<file path="config.mk">
export PLATFORM = sky130hd
export DESIGN_NAME = mdio_master
export DESIGN_NICKNAME = d
export VERILOG_FILES = /design/src/rtl/mdio_pkg.sv /design/src/rtl/mdc_divider.sv /design/src/rtl/mdio_frame_engine.sv /design/src/rtl/mdio_master.sv
export SDC_FILE = /design/constraint.sdc
export NUM_CORES = 1
export LEC_CHECK = 0
export BUFFER_PORTS_ARGS = -buffer_cell sky130_fd_sc_hd__buf_2
export CORE_ASPECT_RATIO = 1.2
export CORE_UTILIZATION = 43
export DETAILED_ROUTE_END_ITERATION = 16
export GPL_TIMING_DRIVEN = 0
export HOLD_SLACK_MARGIN = 0.05
export PLACE_DENSITY_LB_ADDON = 0.1
export SKIP_CTS_REPAIR_TIMING = 1
export SYNTH_ARGS = -nofsm -noshare
export SYNTH_HDL_FRONTEND = slang
export SYNTH_SLANG_ARGS = --single-unit
</file>
<file path="constraint.sdc">
create_clock -name clk -period 2.5 [get_ports clk]
set_input_delay 0.375 -clock clk [delete_from_list [all_inputs] [get_ports clk]]
set_output_delay 0.375 -clock clk [all_outputs]
set_load 0.05 [all_outputs]
</file>
<file path="src/rtl/mdio_pkg.sv">
package mdio_pkg;

    localparam logic [1:0] ST_SHORT   = 2'b01;
    localparam logic [1:0] ST_EXT     = 2'b00;
    localparam logic [1:0] OPS_WRITE  = 2'b01;
    localparam logic [1:0] OPS_READ   = 2'b10;
    localparam logic [1:0] OPX_ADDR   = 2'b00;
    localparam logic [1:0] OPX_WRITE  = 2'b01;
    localparam logic [1:0] OPX_READ   = 2'b11;
    localparam logic [1:0] TA_DRIVEN  = 2'b10;
    localparam int unsigned FRAME_BITS = 32;

    typedef struct packed {
        logic [1:0]  st;
        logic [1:0]  op;
        logic [4:0]  phy;
        logic [4:0]  regdev;
        logic [15:0] data;
    } mdio_frame_t;

    typedef enum logic [1:0] {
        T_IDLE = 2'd0,
        T_ADDR = 2'd1,
        T_DATA = 2'd2
    } seq_state_e;

    typedef enum logic [1:0] {
        E_IDLE  = 2'd0,
        E_SHIFT = 2'd1,
        E_TAIL  = 2'd2
    } eng_state_e;

    function automatic mdio_frame_t make_frame(
        input logic [1:0] st, input logic [1:0] op,
        input logic [4:0] phy, input logic [4:0] regdev,
        input logic [15:0] data);
        mdio_frame_t f;
        f.st = st;
        f.op = op;
        f.phy = phy;
        f.regdev = regdev;
        f.data = data;
        return f;
    endfunction

    function automatic logic [FRAME_BITS-1:0] frame_word(input mdio_frame_t f);
        return {f.st, f.op, f.phy, f.regdev, TA_DRIVEN, f.data};
    endfunction

endpackage

</file>
<file path="src/rtl/mdc_divider.sv">
module mdc_divider #(
    parameter int unsigned HALF_CYC = 52
) (
    input  logic clk,
    input  logic rst,
    input  logic en,
    output logic mdc,
    output logic rise,
    output logic fall
);
    localparam int unsigned CW = (HALF_CYC < 2) ? 1 : $clog2(HALF_CYC);
    localparam logic [CW-1:0] LAST = CW'(HALF_CYC - 1);

    logic [CW-1:0] cnt;
    logic          tick;

    assign tick = en && (cnt == LAST);
    assign rise = tick && !mdc;
    assign fall = tick && mdc;

    always_ff @(posedge clk) begin
        if (rst || !en) begin
            cnt <= '0;
            mdc <= 1'b0;
        end else if (tick) begin
            cnt <= '0;
            mdc <= ~mdc;
        end else begin
            cnt <= cnt + 1'b1;
        end
    end


    rise_hi_chk: assert property (@(posedge clk) disable iff (rst) rise |=> mdc);

    fall_lo_chk: assert property (@(posedge clk) disable iff (rst) fall |=> !mdc);

endmodule

</file>
<file path="src/rtl/mdio_frame_engine.sv">
module mdio_frame_engine
    import mdio_pkg::*;
#(
    parameter int unsigned PRE_BITS = 32
) (
    input  logic        clk,
    input  logic        rst,
    input  logic        start,
    input  mdio_frame_t frame_in,
    input  logic        rise,
    input  logic        fall,
    input  logic        mdio_i,
    output logic        active,
    output logic        mdio_oe,
    output logic        frame_done,
    output logic [15:0] rd_data,
    output logic        ta_err
);
    localparam int unsigned TOTAL = PRE_BITS + FRAME_BITS;
    localparam int unsigned IW    = $clog2(TOTAL + 1);
    localparam logic [IW-1:0] IDX_FRM = IW'(PRE_BITS);
    localparam logic [IW-1:0] IDX_REL = IW'(PRE_BITS + 14);
    localparam logic [IW-1:0] IDX_TA2 = IW'(PRE_BITS + 15);
    localparam logic [IW-1:0] IDX_DAT = IW'(PRE_BITS + 16);
    localparam logic [IW-1:0] IDX_GAP = IW'(TOTAL);

    eng_state_e            state;
    logic [IW-1:0]         bit_idx;
    logic [FRAME_BITS-1:0] word_q;
    logic                  rd_q;
    logic [IW-1:0]         rel_idx;
    logic [4:0]            fpos;
    logic                  in_frame;

    assign rel_idx  = bit_idx - IDX_FRM;
    assign fpos     = rel_idx[4:0];
    assign in_frame = (bit_idx >= IDX_FRM) && (bit_idx < IDX_GAP);
    assign active   = (state != E_IDLE);
    assign mdio_oe  = (state == E_SHIFT) && in_frame
                   && !(rd_q && (bit_idx >= IDX_REL))
                   && !word_q[5'd31 - fpos];

    always_ff @(posedge clk) begin
        if (rst) begin
            state      <= E_IDLE;
            bit_idx    <= '0;
            word_q     <= '0;
            rd_q       <= 1'b0;
            frame_done <= 1'b0;
            rd_data    <= '0;
            ta_err     <= 1'b0;
        end else begin
            frame_done <= 1'b0;
            unique case (state)
                E_IDLE: begin
                    if (start) begin
                        word_q  <= frame_word(frame_in);
                        rd_q    <= frame_in.op[1];
                        bit_idx <= '0;
                        ta_err  <= 1'b0;
                        state   <= E_SHIFT;
                    end
                end
                E_SHIFT: begin
                    if (rise) begin
                        if (rd_q && bit_idx == IDX_TA2) begin
                            ta_err <= mdio_i;
                        end
                        if (rd_q && bit_idx >= IDX_DAT && bit_idx < IDX_GAP) begin
                            rd_data <= {rd_data[14:0], mdio_i};
                        end
                        if (bit_idx == IDX_GAP) begin
                            state <= E_TAIL;
                        end else begin
                            bit_idx <= bit_idx + 1'b1;
                        end
                    end
                end
                E_TAIL: begin
                    if (fall) begin
                        state      <= E_IDLE;
                        frame_done <= 1'b1;
                    end
                end
                default: state <= E_IDLE;
            endcase
        end
    end


    oe_edge_chk: assert property (@(posedge clk) disable iff (rst)
        !$stable(mdio_oe) |-> $past(rise));

    pre_release_chk: assert property (@(posedge clk) disable iff (rst)
        (state == E_SHIFT && bit_idx < IDX_FRM) |-> !mdio_oe);

    idle_release_chk: assert property (@(posedge clk) disable iff (rst)
        !active |-> !mdio_oe);

endmodule

</file>
<file path="src/rtl/mdio_master.sv">
module mdio_master
    import mdio_pkg::*;
#(
    parameter int unsigned MDC_HALF = 52,
    parameter int unsigned PRE_BITS = 32
) (
    input  logic        clk,
    input  logic        rst,
    input  logic        cmd_valid,
    input  logic [1:0]  cmd_op,
    input  logic [4:0]  cmd_phy,
    input  logic [4:0]  cmd_reg,
    input  logic [15:0] cmd_addr,
    input  logic [15:0] cmd_wdata,
    output logic        busy,
    output logic        done,
    output logic [15:0] rd_data,
    output logic        rd_err,
    output logic        mdc,
    output logic        mdio_oe,
    input  logic        mdio_i
);
    seq_state_e  st;
    logic [1:0]  op_q;
    logic [4:0]  phy_q;
    logic [4:0]  reg_q;
    logic [15:0] wd_q;
    logic        eng_start;
    mdio_frame_t eng_frame;
    logic        eng_active;
    logic        eng_done;
    logic [15:0] eng_rd;
    logic        eng_err;
    logic        mdc_rise;
    logic        mdc_fall;

    mdc_divider #(.HALF_CYC(MDC_HALF)) u_div (
        .clk  (clk),
        .rst  (rst),
        .en   (eng_active),
        .mdc  (mdc),
        .rise (mdc_rise),
        .fall (mdc_fall)
    );

    mdio_frame_engine #(.PRE_BITS(PRE_BITS)) u_eng (
        .clk        (clk),
        .rst        (rst),
        .start      (eng_start),
        .frame_in   (eng_frame),
        .rise       (mdc_rise),
        .fall       (mdc_fall),
        .mdio_i     (mdio_i),
        .active     (eng_active),
        .mdio_oe    (mdio_oe),
        .frame_done (eng_done),
        .rd_data    (eng_rd),
        .ta_err     (eng_err)
    );

    assign busy = (st != T_IDLE);

    always_ff @(posedge clk) begin
        if (rst) begin
            st        <= T_IDLE;
            op_q      <= '0;
            phy_q     <= '0;
            reg_q     <= '0;
            wd_q      <= '0;
            eng_start <= 1'b0;
            eng_frame <= '0;
            done      <= 1'b0;
            rd_data   <= '0;
            rd_err    <= 1'b0;
        end else begin
            eng_start <= 1'b0;
            done      <= 1'b0;
            unique case (st)
                T_IDLE: begin
                    if (cmd_valid) begin
                        op_q      <= cmd_op;
                        phy_q     <= cmd_phy;
                        reg_q     <= cmd_reg;
                        wd_q      <= cmd_wdata;
                        eng_start <= 1'b1;
                        if (cmd_op[1]) begin
                            eng_frame <= make_frame(ST_EXT, OPX_ADDR, cmd_phy, cmd_reg, cmd_addr);
                            st        <= T_ADDR;
                        end else begin
                            eng_frame <= make_frame(ST_SHORT, cmd_op[0] ? OPS_READ : OPS_WRITE,
                                                    cmd_phy, cmd_reg, cmd_wdata);
                            st        <= T_DATA;
                        end
                    end
                end
                T_ADDR: begin
                    if (eng_done) begin
                        eng_start <= 1'b1;
                        eng_frame <= make_frame(ST_EXT, op_q[0] ? OPX_READ : OPX_WRITE,
                                                phy_q, reg_q, wd_q);
                        st        <= T_DATA;
                    end
                end
                T_DATA: begin
                    if (eng_done) begin
                        done   <= 1'b1;
                        rd_err <= op_q[0] & eng_err;
                        if (op_q[0]) begin
                            rd_data <= eng_rd;
                        end
                        st <= T_IDLE;
                    end
                end
                default: st <= T_IDLE;
            endcase
        end
    end


    busy_cause_chk: assert property (@(posedge clk) disable iff (rst)
        $rose(busy) |-> $past(cmd_valid));

    done_pulse_chk: assert property (@(posedge clk) disable iff (rst)
        done |=> !done);

    mdc_idle_chk: assert property (@(posedge clk) disable iff (rst)
        !busy |-> !mdc);

    done_idle_chk: assert property (@(posedge clk) disable iff (rst)
        done |-> (!busy && !eng_active));

endmodule

</file>
==> key figures, run 1 <==
Run status
  • Status: finished, final reports clean

CTS
  • Longest Clk Path Bufs: 2
  • CTS Sinks: 141
  • CTS tree: yes
  • H-tree depth: 4
  • Clock Latency Late Sink: 0.42 ns
  • Num CTS Buffers: 17
  • Clock Root Buffer: clkbuf_16
  • Clock-pin slew on the worst setup and hold paths: 0.06 ns

Route
  • WL met3: 700 µm
  • TritonRoute pass-1 iters: 5
  • Met2 wire length: 8.00 mm
  • Vias per Instance: 5.38
  • Top Layer Used: met4
  • 1st-iter DRT viols: 323
  • Routed WL per cell: 15.6 µm
  • Met1 WL: 6.88 mm
  • Final ANT Viol Nets: 0
  • DRT Wirelength: 15.8 mm
  • DR vias: 5437
  • DRC viols: 0

Final layout
  • Area used by multi-input combinational logic: 2910 µm²
  • Final core utilization: 54.0%
  • Number of fill cells: 1307
  • Final nets: 882
  • Post-route cell area: 7240 µm²
  • Reg area: 2830 µm²
  • Share of cells above drive strength 1: 18.6%
  • P&R area growth vs syn: 20.8%
  • Antenna diodes: 0
  • Non-Filler Instances: 1011

Timing
  • Final Max Tran Viols: 0
  • Fin Setup TNS: 0 ns
  • Part of the cycle the worst path needs: 98.9%
  • Worst slew pin tran: 0.745 ns
  • Maximum clock rate: 404 MHz
  • Tmin final: 2.47 ns
  • Worst setup margin: 0.0273 ns
  • WHS: 0.204 ns
  • Final setup vio count: 0
  • Unrepaired setup endpoints after global routing: true
  • Worst slew margin: 50.3%
  • Final Hold Vio Count: 0
  • Clock skew: 0.00512 ns

Critical path
  • Type of origin of the critical path: register
  • Critical path data required time: 2.12 ns
  • CP endpoint kind: output pin
  • Worst Setup Path Type: register to output pin
  • Crit-path max FO: 7
  • WP data arrival: 2.10 ns

GRT
  • GRT Residual Overflow: 0
  • First-pass GRT wire length: 25.5 mm
  • Vias in the first global route: 5161
  • All-Layer GR Usage: 23.0%
  • Initial antenna violation count: 0
  • Largest net degree at the start of global routing: 17

Power and ir drop
  • Internal power: 3.91 mW
  • VDD IR max: 0.000407 V
  • PwrDens: 715 nW/µm²
  • Combinational share of power: 8.9%
  • Total power: 5.17 mW
  • Switching part of the total power: 24.4%
  • Pleak: 2.76 nW
  • Power share of the sequential group: 46.4%
  • Clk network pwr share: 44.7%
  • Psw: 1.26 mW

Synth
  • Largest cells by area after synthesis: dfxtp_1 47%, nand2_1 13%, a21oi_1 9.6%
  • Yosys warnings: 0
  • Post-synthesis cell type count: 53
  • Synthesized cell area: 5990 µm²
  • Register bit count reported by yosys: 141
  • Syn Nets: 788
  • Share of the synthesized area in the top cell type: 47.1%
  • EDFF count, synth: 0
  • Post-synthesis sequential area ratio: 47.1%
  • Ys flop type: dfxtp_1
  • Post-Synthesis Cells: 737
  • Post-synth ARST share: 0%
  • Post-Syn Area per Cell: 8.13 µm²
  • Leading area contributor after synthesis: dfxtp_1

Floorplanning
  • Initial Util: 44.7%
  • Num rows: 46
  • I/O Pins: 69
  • Die height: 131 µm
  • Die width: 110 µm
  • Die area: 14400 µm²
  • Core area: 13400 µm²

Place
  • Dpl cell area: 6540 µm²
  • Input/output buffers: 67
  • Pre-CTS setup slack: -0.0104 ns
  • Detailed Place HPWL: 11.5 mm
  • Cell Count Post-Placement: 972
  • RePlAce Congestion: 0.856

Min path
  • Hold crit path type: input pin to register

Job
  • Maxcap violations: 0
cell usage in the layout, fill, tap and decap left out, drive strengths merged, types with 5 or more instances in the layout:
cell / count
nand2: 204
dfxtp: 141
a21oi: 116
buf: 101
clkbuf: 57
nor2: 35
mux2i: 21
o211ai: 20
nand4: 19
o21ai: 19
nand3: 11
a311oi: 11
nor2b: 7
inv: 6
clkinv: 6
mux2: 6
and3: 5
nor3: 5
final cells by class:
cell class	instances	area share, %
flip-flops and latches	141	39.1
repair buffers	75	5.79
inverters	6	0.311
plain buffers	60	4.30
clock buffers	23	6.47
well taps	168	2.90
clock inverters	8	0.934
multi-input cells	530	40.2
power groups by stage:
stage               clock (mW)  sequential, mW  combinational (mW)
floorplan                    0            2.43               0.314
global placement             0            2.45               0.449
detailed placement           0            2.45               0.460
CTS                       2.35            2.40               0.462
global route              2.46            2.41               0.517
finish                    2.31            2.40               0.461
sequential cells by signal, indices dropped and copies added, names as in the netlist, 2 cells and up:
name           flops
rd_data           16
u_eng.rd_data     16
u_div.cnt          6
st                 2
phy_q              5
eng_frame         29
u_eng.word_q      30
reg_q              5
u_eng.bit_idx      7
wd_q              16
u_eng.state        2
synth_stat cells (all sizes together), types with 7 or more instances:
master and n:
o21ai 19, nor2b 7, nor2 35, buf 28, a21oi 116, a311oi 11, nand4 19, clkbuf 32
nand3 11, nand2 204, o211ai 20, mux2i 21, dfxtp 141
per-layer routing:
| metal | vias up | global-route usage [%] |
|---|---|---|
| met5 | - | 0 |
| met4 | 0 | 7.26 |
| met3 | 17 | 5.41 |
| met2 | 133 | 38.9 |
| met1 | 2543 | 28.3 |
| li1 | 2744 | - |
logic make-up (layout without fill, tap and decap cells):
family | Yosys count | after routing | share of synthesized area [%]
fa+ha+maj | 3 | 3 | 0.626
xor+xnor | 5 | 5 | 0.731
compound gates | 181 | 181 | 17.5
buf+inv | 66 | 172 | 5.01
simple gates | 311 | 311 | 23.3
mux | 30 | 30 | 5.76
flops | 141 | 141 | 47.1
final timing paths:
path	startpoint	to	slack (ns)	cells after the start
hold reg to reg	u_div.cnt[0]	u_div.cnt[0]	0.44	1
hold / removal	cmd_wdata[8]	wd_q[8]	0.20	3
setup / recovery	u_eng.bit_idx[1]	mdio_oe	0.03	6
setup reg to reg	u_eng.bit_idx[1]	u_eng.bit_idx[4]	0.51	9
worst max-delay path, cell delays in order, from the launching register on:
cell and delay, ns:
dfxtp_2 0.35, buf_8 0.13, mux2_2 0.35, a221oi_2 0.23
o221ai_1 0.17, a31oi_2 0.26, buf_6 0.19
Note: power is estimated with default switching activity, not from simulation.
==> run 2, diff against run 1 <==
--- a/config.mk
+++ b/config.mk
@@ -15,4 +15,5 @@
 export SKIP_CTS_REPAIR_TIMING = 1
 export SYNTH_ARGS = -nofsm -noshare
 export SYNTH_HDL_FRONTEND = slang
+export SYNTH_HIERARCHICAL = 1
 export SYNTH_SLANG_ARGS = --single-unit
==> run 2 against run 1 <==
Final area grew 0.67%; maximum frequency up 0.58%; synthesized area shrank 0.27%; largest power group is now clock; sequential share of layout area about the same; sequential power is essentially flat; hold slack got worse by 0.0086 ns; largest cell class is now flip-flops and latches.
==> key figures, run 2 <==
Floorplanning
  • Initial Util: 44.6% (-0.12 points)
  • Die height: 131 µm (-0.13%)
  • Die area: 14400 µm² (-0.26%)
  • I/O Pins: 69 (unchanged)
  • Die width: 110 µm (-0.13%)
  • Num rows: 46 (unchanged)
  • Core area: 13400 µm² (unchanged)

Timing
  • Worst slew pin tran: 0.681 ns (-0.0644 ns)
  • Maximum clock rate: 407 MHz (+0.58%)
  • Final Hold Vio Count: 0 (unchanged)
  • Clock skew: 0.00683 ns (+0.00172 ns)
  • Fin Setup TNS: 0 ns (unchanged)
  • Tmin final: 2.46 ns (-0.0143 ns)
  • Final setup vio count: 0 (unchanged)
  • Unrepaired setup endpoints after global routing: true
  • Worst slew margin: 54.6% (+4.3 points)
  • Worst setup margin: 0.0416 ns (+0.0143 ns)
  • WHS: 0.196 ns (-0.00860 ns)
  • Final Max Tran Viols: 0 (unchanged)
  • Part of the cycle the worst path needs: 98.3% (-0.57 points)

Final layout
  • Antenna diodes: 0 (unchanged)
  • Max reg flops: 31 (+3.3%)
  • Final core utilization: 54.3% (+0.36 points)
  • Non-Filler Instances: 952 (-5.8%)
  • Share of cells above drive strength 1: 19.9% (+1.3 points)
  • Final nets: 822 (-6.8%)
  • P&R area growth vs syn: 21.9%
  • Most common cell after layout, fill and taps aside: nand2_1
  • Top Registers: u_eng/word_q (31), eng_frame (29)
  • Biggest register: u_eng/word_q
  • Post-route cell area: 7290 µm² (+0.67%)
  • Commonest non-fill, non-tap cells in the layout: 155 x nand2_1, 140 x dfxtp_1, 93 x a21oi_1

Power and ir drop
  • Total power: 5.89 mW (+14%)
  • PwrDens: 809 nW/µm² (+13%)
  • Pleak: 2.84 nW (+3.0%)
  • VDD IR max: 0.000471 V (+16%)

GRT
  • GRT Residual Overflow: 0 (unchanged)
  • First-pass GRT wire length: 23.6 mm (-7.3%)
  • Largest net degree at the start of global routing: 17 (unchanged)
  • All-Layer GR Usage: 21.4% (-1.6 points)
  • Vias in the first global route: 4822 (-6.6%)
  • Initial antenna violation count: 0 (unchanged)

Run status
  • Status: finished, final reports clean

CTS
  • H-tree depth: 4 (unchanged)
  • Clock-pin slew on the worst setup and hold paths: 0.06 ns (about the same)
  • Num CTS Buffers: 17 (unchanged)
  • Longest Clk Path Bufs: 2 (unchanged)
  • CTS tree: yes
  • Clock Latency Late Sink: 0.43 ns (about the same)
  • CTS Sinks: 142 (+0.71%)
  • Clock Root Buffer: clkbuf_16

Synth
  • Post-synthesis cell type count: 59 (+11%)
  • Post-Synthesis Cells: 683 (-7.3%)
  • Count leader, synth: nand2_1
  • Post-synth ARST share: 0% (unchanged)
  • Most frequent cells after synthesis: 156 x nand2_1, 142 x dfxtp_1, 93 x a21oi_1
  • Post-Syn Area per Cell: 8.75 µm² (+7.6%)
  • Leading area contributor after synthesis: dfxtp_1
  • Ys flop type: dfxtp_1
  • Post-synthesis sequential area ratio: 47.6% (+0.46 points)
  • Share of the synthesized area in the top cell type: 47.6% (+0.46 points)
  • Yosys warnings: 6 (+6)
  • EDFF count, synth: 0 (unchanged)
  • Synthesized cell area: 5980 µm² (-0.27%)
  • Largest cells by area after synthesis: dfxtp_1 48%, nand2_1 9.8%, a21oi_1 7.8%
  • Syn Nets: 734 (-6.9%)
  • Register bit count reported by yosys: 142 (+0.71%)

Critical path
  • WP data arrival: 2.08 ns (-0.02 ns)
  • Crit-path max FO: 7 (unchanged)
  • Critical path data required time: 2.12 ns (about the same)
  • CP endpoint kind: output pin
  • Internal reg-to-reg setup slack: 0.19 ns (-0.32 ns)
  • Type of origin of the critical path: register
  • Worst Setup Path Type: register to output pin

Route
  • 1st-iter DRT viols: 189 (-41%)
  • Vias per Instance: 5.23 (-2.8%)
  • DR vias: 4977 (-8.5%)
  • DRT Wirelength: 14.2 mm (-10%)
  • DRC viols: 0 (unchanged)
  • TritonRoute pass-1 iters: 5 (unchanged)
  • Routed WL per cell: 14.9 µm (-4.8%)
  • Final ANT Viol Nets: 0 (unchanged)

Min path
  • Hold crit path type: input pin to register

Place
  • RePlAce Congestion: 0.822 (-4.0%)
  • Detailed Place HPWL: 10.3 mm (-11%)
  • Pre-CTS setup slack: -0.151 ns (-0.141 ns)
  • Dpl cell area: 6530 µm² (-0.17%)
  • Cell Count Post-Placement: 919 (-5.5%)
  • Input/output buffers: 68 (+1.5%)

Job
  • Maxcap violations: 0 (unchanged)
[run 2: cell count changes in the layout (fill, tap and decap cells not counted), sizes merged, moves of 12 or more]
cell,previous run,this run
nand4,19,2
a22o,0,16
nand2,204,156
mux2i,21,35
o211ai,20,1
a21oi,116,94
a2bb2oi,0,15
nor2,35,60
o21ai,19,4
clkbuf,57,45
[run 2: final cells by class]
class	instances	area, µm²
Fill cell	1265	6120
Clock buffer	21	470
Multi-Input combinational cell	479	2840
Inverter	12	45.0
Clock inverter	11	234
Tap cell	168	210
Buffer	50	275
Sequential cell	142	2850
Timing Repair Buffer	69	358
[run 2: per-layer routing]
metal / track usage, % / part of all wire, % / wire [µm] / up-vias
li1: - / - / - / 2534
met1: 27.1 / 46 / 6560 / 2327
met2: 34.2 / 49 / 6900 / 96
met3: 5.36 / 3.2 / 450 / 20
met4: 8.74 / 1.7 / 247 / 0
met5: 0 / 0 / 0 / -
[run 2: final timing paths]
kind,start,endpoint,depth (start not counted)
hold reg to reg,wd_q[14],wd_q[14],2
setup / recovery,u_eng/bit_idx[2],mdio_oe,6
hold / removal,cmd_wdata[0],wd_q[0],3
setup reg to reg,u_div/cnt[0],u_eng/rd_data[9],9
[run 2: cells by family (layout without fill, tap and decap cells)]
family	after synthesis	count (layout)	synth area share (%)
compound gates	145	145	15.2
simple gates	280	280	21.7
buf+inv	62	163	5.00
mux	44	44	8.94
xor+xnor	6	6	0.879
other cells	1	1	0.0627
flops	142	142	47.6
fa+ha+maj	3	3	0.628
[run 2: worst max-delay path: stages (launching register included)]
cell and delay (ns):
dfxtp_1 0.34, buf_6 0.14, mux4_2 0.49, and3_1 0.19
a31oi_1 0.15, a32o_2 0.19, buf_8 0.15
[run 2: power breakdown]
part	internal [mW]	switching, mW
registers	2.36	0.0609
logic	0.199	0.288
clock network	2.05	0.938
==> run 3, diff against run 2 <==
--- a/config.mk
+++ b/config.mk
@@ -5,6 +5,7 @@
 export SDC_FILE = /design/constraint.sdc
 export NUM_CORES = 1
 export LEC_CHECK = 0
+export ABC_AREA = 1
 export BUFFER_PORTS_ARGS = -buffer_cell sky130_fd_sc_hd__buf_2
 export CORE_ASPECT_RATIO = 1.2
 export CORE_UTILIZATION = 43
==> run 3 against run 2 <==
First-iteration DRC count grew 23%; non-clock buffer count down 2; final area is 3.1% higher; clock skew decreased by 0.00084 ns; sequential cell count is the same; combinational power rose by 73%; synthesized area grew 6.5%; maximum frequency increased by 5.7%; hold slack gained 0.0081 ns; clock-buffer cell count shrank 1; core utilization down 2.2 points; critical path type unchanged.
==> key figures, run 3 <==
Route
  • 1st-iter DRT viols: 233 (+23%)
  • Top Layer Used: met4
  • DR vias: 5752 (+16%)
  • Met1 WL: 7.58 mm (+16%)
  • Vias per Instance: 4.87 (-6.9%)
  • TritonRoute pass-1 iters: 7 (+2)
  • DRC viols: 0 (unchanged)
  • DRT Wirelength: 15.7 mm (+11%)
  • WL met3: 505 µm (+12%)
  • Routed WL per cell: 13.3 µm (-11%)
  • Met2 wire length: 7.39 mm (+7.1%)
  • Final ANT Viol Nets: 0 (unchanged)

CTS
  • Clock Root Buffer: clkbuf_16
  • Clock Latency Late Sink: 0.42 ns (about the same)
  • Longest Clk Path Bufs: 2 (unchanged)
  • Clock-pin slew on the worst setup and hold paths: 0.06 ns (about the same)
  • CTS tree: yes
  • Num CTS Buffers: 17 (unchanged)
  • CTS Sinks: 142 (unchanged)
  • H-tree depth: 4 (unchanged)

Synth
  • Syn Nets: 960 (+31%)
  • EDFF count, synth: 0 (unchanged)
  • Ys flop type: dfxtp_1
  • Largest cells by area after synthesis: dfxtp_1 45%, nand2_1 11%, nor2_1 10%
  • Share of the synthesized area in the top cell type: 44.7% (-2.9 points)
  • Post-synthesis sequential area ratio: 44.7% (-2.9 points)
  • Synthesized cell area: 6360 µm² (+6.5%)
  • Post-synth ARST share: 0% (unchanged)
  • Yosys warnings: 6 (unchanged)
  • Register bit count reported by yosys: 142 (unchanged)
  • Post-Syn Area per Cell: 7.00 µm² (-20%)
  • Post-Synthesis Cells: 909 (+33%)
  • Most frequent cells after synthesis: 190 x nand2_1, 175 x nor2_1, 142 x dfxtp_1
  • Post-synthesis cell type count: 34 (-42%)
  • Leading area contributor after synthesis: dfxtp_1
  • Count leader, synth: nand2_1

Timing
  • Tmin final: 2.32 ns (-0.134 ns)
  • Part of the cycle the worst path needs: 93.0% (-5.3 points)
  • Worst setup margin: 0.175 ns (+0.134 ns)
  • Worst slew pin tran: 0.555 ns (-0.126 ns)
  • Maximum clock rate: 430 MHz (+5.7%)
  • WHS: 0.204 ns (+0.00809 ns)
  • Clock skew: 0.00600 ns (-0.000836 ns)
  • Final Max Tran Viols: 0 (unchanged)
  • Worst slew margin: 63.0% (+8.4 points)
  • Final setup vio count: 0 (unchanged)
  • Unrepaired setup endpoints after global routing: false
  • Final Hold Vio Count: 0 (unchanged)
  • Fin Setup TNS: 0 ns (unchanged)

Place
  • Dpl cell area: 6920 µm² (+6.0%)
  • Input/output buffers: 67 (-1.5%)
  • Cell Count Post-Placement: 1151 (+25%)
  • RePlAce Congestion: 0.857 (+4.3%)
  • Pre-CTS setup slack: 0.557 ns (+0.708 ns)
  • Detailed Place HPWL: 11.4 mm (+11%)

GRT
  • First-pass GRT wire length: 25.6 mm (+8.2%)
  • All-Layer GR Usage: 21.6% (+0.20 points)
  • Largest net degree at the start of global routing: 17 (unchanged)
  • GRT Residual Overflow: 0 (unchanged)
  • Initial antenna violation count: 0 (unchanged)
  • Vias in the first global route: 5170 (+7.2%)

Final layout
  • Number of fill cells: 1510 (+19%)
  • Final core utilization: 52.1% (-2.2 points)
  • Non-Filler Instances: 1182 (+24%)
  • Top Registers: u_eng/word_q (31), eng_frame (29)
  • Final nets: 1046 (+27%)
  • Biggest register: u_eng/word_q
  • Post-route cell area: 7510 µm² (+3.1%)
  • Share of cells above drive strength 1: 17.3% (-2.6 points)
  • Commonest non-fill, non-tap cells in the layout: 190 x nand2_1, 175 x nor2_1, 142 x dfxtp_1
  • Antenna diodes: 0 (unchanged)
  • Max reg flops: 31 (unchanged)
  • P&R area growth vs syn: 18.0%
  • Most common cell after layout, fill and taps aside: nand2_1

Power and ir drop
  • Clk network pwr share: 43.2% (-7.4 points)
  • Internal power: 4.32 mW (-6.3%)
  • VDD IR max: 0.000422 V (-10%)
  • PwrDens: 785 nW/µm² (-3.0%)
  • Combinational share of power: 14.3% (+6.0 points)
  • Psw: 1.58 mW (+23%)
  • Total power: 5.89 mW (about the same)
  • Power share of the sequential group: 42.5% (+1.4 points)
  • Switching part of the total power: 26.7% (+4.9 points)
  • Pleak: 3.36 nW (+18%)

Critical path
  • Internal reg-to-reg setup slack: 0.54 ns (+0.35 ns)
  • Critical path data required time: 2.12 ns (about the same)
  • WP data arrival: 1.95 ns (-0.13 ns)
  • CP endpoint kind: output pin
  • Worst Setup Path Type: register to output pin
  • Crit-path max FO: 8 (+1)
  • Type of origin of the critical path: register

Floorplanning
  • Die width: 113 µm (+3.1%)
  • Num rows: 48 (+4.3%)
  • I/O Pins: 69 (unchanged)
  • Initial Util: 44.2% (-0.41 points)
  • Core area: 14400 µm² (+7.5%)
  • Die area: 15300 µm² (+6.4%)
  • Die height: 135 µm (+3.1%)

Min path
  • Hold crit path type: input pin to register

Job
  • Maxcap violations: 0 (unchanged)

Run status
  • Status: finished, final reports clean
-- run 3: cell types whose count changed in the layout (fill, tap and decap cells not counted), moves of 15 or more --
cell,before,now
a2bb2oi_1,15,0
nand2_1,155,190
nand3_1,8,56
a22o_1,16,0
nor2_1,60,175
o21ai_0,3,83
o21ai_1,1,20
inv_1,11,63
mux2i_1,34,0
-- run 3: path summary, 6_finish.rpt --
check                        start                 to  cells after the start
setup reg to reg    u_eng/state[0]  u_eng/rd_data[10]                     12
hold / removal        cmd_wdata[7]            wd_q[7]                      3
hold reg to reg   u_eng/word_q[20]   u_eng/word_q[20]                      2
setup / recovery  u_eng/bit_idx[1]            mdio_oe                     12
-- run 3: metal layers --
| layer | up-vias | track usage (%) |
|---|---|---|
| met3 | 15 | 3.94 |
| met1 | 2567 | 28.1 |
| met2 | 93 | 35.6 |
| met5 | - | 0 |
| met4 | 0 | 8.19 |
| li1 | 3077 | - |
-- run 3: critical path, cell delays in order (launching register included) --
cell	delay, ns
dfxtp_1	0.38
clkinv_1	0.27
nor2_1	0.21
nand2_1	0.06
nand2_1	0.06
nand2_1	0.05
nand2_1	0.05
inv_1	0.04
nand2_1	0.06
nand2_1	0.05
nand2_1	0.07
inv_1	0.03
clkbuf_4	0.20
-- run 3: cell type report --
cell class | instances | area [µm²] | area share [%]
clock buffer | 20 | 447 | 5.95
sequential | 142 | 2840 | 37.9
buffer | 50 | 370 | 4.93
multi-input combinational | 640 | 2860 | 38.1
timing repair buffer | 67 | 338 | 4.50
inverter | 77 | 294 | 3.92
tap | 175 | 219 | 2.92
clock inverter | 11 | 141 | 1.88
-- run 3: logic make-up (layout without fill, tap and decap cells) --
family | count (synthesis) | count (layout) | share of synthesized area (%)
AOI/OAI and AO/OA | 187 | 187 | 15.0
buffers and inverters | 127 | 225 | 10.4
other | 1 | 1 | 0.0589
and+or+nand+nor | 449 | 449 | 29.2
DFF | 142 | 142 | 44.7
adders and majority gates | 3 | 3 | 0.590
-- run 3: power by group through the flow --
stage               combinational (mW)  clock [mW]  sequential [mW]
finish                           0.842        2.55             2.51
global route                     0.955        2.69             2.53
CTS                              0.847        2.58             2.51
detailed placement               0.842           0             2.55
global placement                 0.839           0             2.55
floorplan                        0.625           0             2.53
